<file path="src/rtl/sio_clkgen_pkg.sv">
package sio_clkgen_pkg;
    localparam int NUM_SRC  = 4;
    localparam int DIV_W    = 8;
    localparam int SYNC_DIV = 2;
    localparam int UART_DIV = 16;

    // log2 of the prescale ratio for each internal tap
    function automatic int src_shift(input int k);
        case (k)
            0:       return 1;
            1:       return 4;
            2:       return 6;
            default: return 9;
        endcase
    endfunction

    localparam int PRE_W = src_shift(NUM_SRC - 1);

    typedef struct packed {
        logic       sync_mode;
        logic       ext_sel;
        logic [1:0] src_sel;
    } cfg_t;
endpackage

</file>
<file path="src/rtl/sio_prescaler.sv">
module sio_prescaler
    import sio_clkgen_pkg::*;
(
    input  logic               clk,
    input  logic               rst_n,
    output logic [NUM_SRC-1:0] tap_tick
);
    logic [PRE_W-1:0] cnt_d, cnt_q;

    always_comb begin
        cnt_d = cnt_q + PRE_W'(1);
    end

    always_ff @(posedge clk or negedge rst_n) begin
        if (!rst_n) cnt_q <= '0;
        else        cnt_q <= cnt_d;
    end

    for (genvar k = 0; k < NUM_SRC; k++) begin : g_tap
        localparam int SH = src_shift(k);
        assign tap_tick[k] = &cnt_q[SH-1:0];
    end
endmodule

</file>
<file path="src/rtl/sio_edge_sync.sv">
module sio_edge_sync (
    input  logic clk,
    input  logic rst_n,
    input  logic pin,
    output logic rise
);
    typedef struct packed {
        logic s1;
        logic s2;
        logic s3;
    } sync_t;

    sync_t st_d, st_q;

    always_comb begin
        st_d.s1 = pin;
        st_d.s2 = st_q.s1;
        st_d.s3 = st_q.s2;
    end

    always_ff @(posedge clk or negedge rst_n) begin
        if (!rst_n) st_q <= '0;
        else        st_q <= st_d;
    end

    assign rise = st_q.s2 & ~st_q.s3;

    p_rise_single_r6: assert property (@(posedge clk) disable iff (!rst_n)
        rise |=> !rise);
endmodule

</file>
<file path="src/rtl/sio_brg.sv">
module sio_brg
    import sio_clkgen_pkg::*;
(
    input  logic             clk,
    input  logic             rst_n,
    input  logic             wr_en,
    input  logic [DIV_W-1:0] wr_data,
    input  logic             src_tick,
    output logic             brg_tick
);
    typedef struct packed {
        logic [DIV_W-1:0] cnt;
        logic [DIV_W-1:0] rel;
    } brg_t;

    brg_t st_d, st_q;
    logic expire;

    assign expire   = src_tick && !wr_en && (st_q.cnt == '0);
    assign brg_tick = expire;

    always_comb begin
        st_d = st_q;
        if (wr_en) begin
            st_d.cnt = wr_data;
            st_d.rel = wr_data;
        end else if (src_tick) begin
            if (st_q.cnt == '0) st_d.cnt = st_q.rel;
            else                st_d.cnt = st_q.cnt - DIV_W'(1);
        end
    end

    always_ff @(posedge clk or negedge rst_n) begin
        if (!rst_n) st_q <= '0;
        else        st_q <= st_d;
    end

    p_write_load_r3: assert property (@(posedge clk) disable iff (!rst_n)
        wr_en |=> (st_q.cnt == $past(wr_data)) && (st_q.rel == $past(wr_data)));
    p_reload_r2: assert property (@(posedge clk) disable iff (!rst_n)
        brg_tick |=> st_q.cnt == $past(st_q.rel));
    p_count_down_r1: assert property (@(posedge clk) disable iff (!rst_n)
        (src_tick && !wr_en && st_q.cnt != '0) |=> st_q.cnt == $past(st_q.cnt) - DIV_W'(1));
    p_hold_r1: assert property (@(posedge clk) disable iff (!rst_n)
        (!src_tick && !wr_en) |=> $stable(st_q.cnt));
endmodule

</file>
<file path="src/rtl/sio_postdiv.sv">
module sio_postdiv
    import sio_clkgen_pkg::*;
(
    input  logic clk,
    input  logic rst_n,
    input  logic sync_mode,
    input  logic cfg_chg,
    input  logic brg_tick,
    output logic out_tick
);
    localparam int PD_W = $clog2(UART_DIV);

    logic [PD_W-1:0] pd_d, pd_q;
    logic [PD_W-1:0] wrap;

    assign wrap     = sync_mode ? PD_W'(SYNC_DIV - 1) : PD_W'(UART_DIV - 1);
    assign out_tick = brg_tick && !cfg_chg && (pd_q == wrap);

    always_comb begin
        pd_d = pd_q;
        if (cfg_chg)       pd_d = '0;
        else if (brg_tick) pd_d = (pd_q == wrap) ? '0 : pd_q + PD_W'(1);
    end

    always_ff @(posedge clk or negedge rst_n) begin
        if (!rst_n) pd_q <= '0;
        else        pd_q <= pd_d;
    end

    p_phase_clear_r9: assert property (@(posedge clk) disable iff (!rst_n)
        cfg_chg |=> pd_q == '0);
    p_sync_range_r5: assert property (@(posedge clk) disable iff (!rst_n)
        (sync_mode && !cfg_chg && $past(sync_mode)) |-> pd_q <= PD_W'(SYNC_DIV - 1));
endmodule

</file>
<file path="src/rtl/sio_clkgen.sv">
module sio_clkgen
    import sio_clkgen_pkg::*;
(
    input  logic             clk,
    input  logic             rst_n,
    input  logic             div_we,
    input  logic [DIV_W-1:0] div_wdata,
    input  logic             sync_mode,
    input  logic             ext_sel,
    input  logic [1:0]       src_sel,
    input  logic             ext_clk_in,
    output logic             tx_tick,
    output logic             rx_tick
);
    typedef struct packed {
        cfg_t cfg;
        logic tick;
    } top_t;

    top_t st_d, st_q;
    cfg_t cfg_now;
    logic [NUM_SRC-1:0] tap_tick;
    logic ext_rise;
    logic src_tick;
    logic brg_tick;
    logic pd_tick;
    logic cfg_chg;
    logic bypass;

    assign cfg_now = '{sync_mode: sync_mode, ext_sel: ext_sel, src_sel: src_sel};
    assign cfg_chg = (cfg_now != st_q.cfg);
    assign bypass  = sync_mode && ext_sel;
    assign src_tick = ext_sel ? ext_rise : tap_tick[src_sel];

    sio_prescaler u_pre (
        .clk      (clk),
        .rst_n    (rst_n),
        .tap_tick (tap_tick)
    );

    sio_edge_sync u_ext (
        .clk   (clk),
        .rst_n (rst_n),
        .pin   (ext_clk_in),
        .rise  (ext_rise)
    );

    sio_brg u_brg (
        .clk      (clk),
        .rst_n    (rst_n),
        .wr_en    (div_we),
        .wr_data  (div_wdata),
        .src_tick (src_tick),
        .brg_tick (brg_tick)
    );

    sio_postdiv u_pd (
        .clk       (clk),
        .rst_n     (rst_n),
        .sync_mode (sync_mode),
        .cfg_chg   (cfg_chg),
        .brg_tick  (brg_tick),
        .out_tick  (pd_tick)
    );

    always_comb begin
        st_d.cfg  = cfg_now;
        st_d.tick = bypass ? ext_rise : pd_tick;
    end

    always_ff @(posedge clk or negedge rst_n) begin
        if (!rst_n) st_q <= '0;
        else        st_q <= st_d;
    end

    assign tx_tick = st_q.tick;
    assign rx_tick = st_q.tick;

    p_single_pulse_r10: assert property (@(posedge clk) disable iff (!rst_n)
        tx_tick |=> !tx_tick);
    p_bypass_r6: assert property (@(posedge clk) disable iff (!rst_n)
        (bypass && $past(bypass) && tx_tick) |-> $past(ext_rise));
    p_uart_needs_brg_r7: assert property (@(posedge clk) disable iff (!rst_n)
        (!sync_mode && !$past(sync_mode) && tx_tick) |-> $past(brg_tick));
endmodule

</file>
<file path="config.mk">
export PLATFORM = sky130hd
export DESIGN_NAME = sio_clkgen
export DESIGN_NICKNAME = d
export VERILOG_FILES = /design/src/rtl/sio_clkgen_pkg.sv /design/src/rtl/sio_prescaler.sv /design/src/rtl/sio_edge_sync.sv /design/src/rtl/sio_brg.sv /design/src/rtl/sio_postdiv.sv /design/src/rtl/sio_clkgen.sv
export SDC_FILE = /design/constraint.sdc
export NUM_CORES = 1
export LEC_CHECK = 0
export BUFFER_PORTS_ARGS = -buffer_cell sky130_fd_sc_hd__buf_2
export CORE_ASPECT_RATIO = 1.1
export CORE_UTILIZATION = 55
export DETAILED_ROUTE_END_ITERATION = 8
export PLACE_DENSITY = 0.75
export SKIP_LAST_GASP = 1
export SYNTH_ARGS = -nofsm -noshare
export SYNTH_HDL_FRONTEND = slang
export SYNTH_SLANG_ARGS = --single-unit
</file>
<file path="constraint.sdc">
create_clock -name clk -period 2.83 [get_ports clk]
set_input_delay 0.566 -clock clk [delete_from_list [all_inputs] [get_ports clk]]
set_output_delay 0.566 -clock clk [all_outputs]
set_load 0.01 [all_outputs]
</file>
==> results.ini <==
[outcome]
status=finished, final reports clean

[worst_setup_path]
r2r-end=u_brg.st_q[12]$_DFFE_PN0P_
r2r_setup_slack_ps=330
worst-r2r-cell-count=10
critPathKind=flop to flop
end_kind=flop
critPathLaunchType=flop
crit_arrival_ps=2760
reg2reg_from=u_pre.cnt_q[0]$_DFF_PN0_
worstPathMaxFanout=10
worstPathRequired_ps=3090

[logic_synthesis]
synth-simple-area-share=0.162
ys_seq_area_frac=0.496
synth-edff-count=0
yosysTopAreaCell=dfrtp_1
synth_area_leaders=dfrtp_1 50%, o21ai_0 5.1%, ha_1 3.4%
synth_area_per_cell_um2=10.2
syn_inst=183
ys.flop_type=dfrtp_1
ys_seq_elements=37
yosys.cell_types.count=46
muxShareOfSynthArea=0.0322
synth_top_family_by_area=compound AO/OA/AOI/OAI gates
synth_compound_area_frac=0.164
syn_area_um2=1870
synth_xor_area_frac=0.0610
synth_nets=204
synth_top_area_share=0.496
yosys_warnings=0
synth-adder-area-share=0.0335
async_reset_ff_frac=1.00

[clock_network]
clockBufferDepth=2
root_buffer=clkbuf_4
cts_made_buffers=5
cts_setup_buffers=0
cts.sink_count=37
clock_latency_ps=340
cts_tree=built
cts_resized=0
htreeDepth=2
ctsHoldBuffers=0
clkTransAtPathRegs_ps=110

[pwr]
power.density_nw_per_um2=511
intPower_mw=0.741
switching_power_mw=0.287
seqPwrFrac=0.572
p_clk_frac=0.276
ir_drop_mv=0.254
p_comb_frac=0.152
switching_share=0.279
leakage_nw=0.913

[timing]
slew_viol_final=0
period_share=0.883
setup_violations=0
final_hold_viol_count=0
max_freq_ghz=0.400
layout_min_cycle_time_ps=2500
layout_setup_ws_ps=331
clock_skew_ps=11.7
worst_slew_pin_slew_ps=814
relSlewSlack=0.453
rsz0062_at_grt=no
whs_ps=291
fin_setup_tns_ps=0

[routing]
drt_pass1_iterations=6
post_drt_via_cell_ratio=5.88
vias=1377
wirelength_um=3450
drtAntennaViolNets=0
drt_iter0_drc=57
wl_per_cell_um=14.7
drc=0

[layout]
stdcell_area_um2=2010
diodes=0
drive_gt1_frac=0.140
final_cells=234
n_fill_cell=271
area_growth_pct=7.91
nNetsFinal=221

[floorplan]
start_util=0.597
num_rows=21
core_area_um2=3130
die-area_um2=3630
pin_count=18
die_w_um=57.5
die_h_um=63.1

[grt]
grt.overflow.total=0
grt_pass1_vias=1408
grt_first_pass_wirelength_um=6320
grt.total_usage=0.227
grt_max_degree=38
antenna_found_initial=0

[place]
place_inst=227
dpl.hpwl_um=2490
numPortBuffers=17
gp_congestion=0.793
place_ws_ps=327
placed_area_um2=1960

[run]
maxCapViolCount=0

[hold_path]
hold_class=input port to async pin

==> registers in the layout, indices dropped and copies added, names as in the netlist <==
signal       cells
rx_tick          1
st_q             4
u_brg.st_q      16
u_ext.st_d       2
u_ext.st_q       1
u_pd.pd_q        4
u_pre.cnt_q      9
==> Yosys cell counts (2+ instances only) <==
master     instances
inv_1             14
nor3_1             5
nor2_1             9
o221ai_1           2
nor4b_1            2
nand2b_1           3
clkbuf_1           5
ha_1               5
nand3_1            9
xor2_1             6
xnor2_1            7
a2bb2oi_1          2
a21oi_1            9
nand2_1           12
o21ai_0           19
mux2i_1            6
dfrtp_1           37
or3_1              2
o211ai_1           2
==> worst max path at each step <==
stage / start / to / cells past startpoint
CTS: u_pre.cnt_q[0]$_DFF_PN0_ / u_brg.st_q[12]$_DFFE_PN0P_ / 10
floorplan: u_pre.cnt_q[0]$_DFF_PN0_ / u_brg.st_q[12]$_DFFE_PN0P_ / 11
finish: u_pre.cnt_q[0]$_DFF_PN0_ / u_brg.st_q[12]$_DFFE_PN0P_ / 10
detailed placement: u_pre.cnt_q[0]$_DFF_PN0_ / u_brg.st_q[12]$_DFFE_PN0P_ / 10
global route: u_pre.cnt_q[0]$_DFF_PN0_ / u_brg.st_q[12]$_DFFE_PN0P_ / 10
global placement: u_pre.cnt_q[0]$_DFF_PN0_ / u_brg.st_q[12]$_DFFE_PN0P_ / 10
==> layout make-up <==
| type | count | area (µm²) | share of cell area |
|---|---|---|---|
| flip-flops and latches | 37 | 926 | 0.460 |
| multi-input cells | 124 | 845 | 0.420 |
| repair buffers | 18 | 92.6 | 0.0460 |
| clock buffers | 7 | 55.1 | 0.0273 |
| inverters | 14 | 52.6 | 0.0261 |
| well taps | 34 | 42.5 | 0.0211 |
==> cells by family after synthesis <==
logic type,count (synthesis)
and+or+nand+nor,53
AOI/OAI and AO/OA,47
buffers and inverters,22
adders and majority gates,5
DFF,37
xor gates and xnor gates,13
muxes,6
==> layout by cell type (no fill, tap or decap), types with 6 or more instances in the layout <==
cell type   n
a21oi_1     9
buf_2      17
dfrtp_1    37
inv_1      14
mux2i_1     6
nand2_1    12
nand3_1     9
nor2_1      9
o21ai_0    19
xnor2_1     7
xor2_1      6
==> layer usage <==
layer	track usage	up-vias	wire length, µm
li1	-	687	-
met1	0.289	659	1620
met2	0.369	24	1650
met3	0.0637	7	123
met4	0.0732	0	51
met5	0	-	0
==> metrics by stage <==
step / power [mW] / util
detailed placement: 0.754 / 0.626
global route: 1.09 / 0.644
CTS: 1.04 / 0.644
floorplan: 0.705 / -
finish: 1.03 / 0.644
global placement: 0.744 / 0.626
==> worst max-delay path: stages, from the launching register on <==
cell and delay (ps):
dfrtp_1 400, ha_1 270, nand2_1 80, nor2_1 140, and3_1 180, ha_1 130
a21boi_0 100, o22ai_2 210, a21o_1 440, o311ai_0 230, o221ai_1 230
==> power by group through the flow <==
stage	combinational [mW]	clock (mW)	sequential, mW
after detailed placement	0.156	0	0.598
after global placement	0.149	0	0.595
after floorplan	0.121	0	0.585
after CTS	0.157	0.296	0.588
after global routing	0.180	0.317	0.595
final	0.156	0.284	0.588
Power figures use the tool's default switching activity.
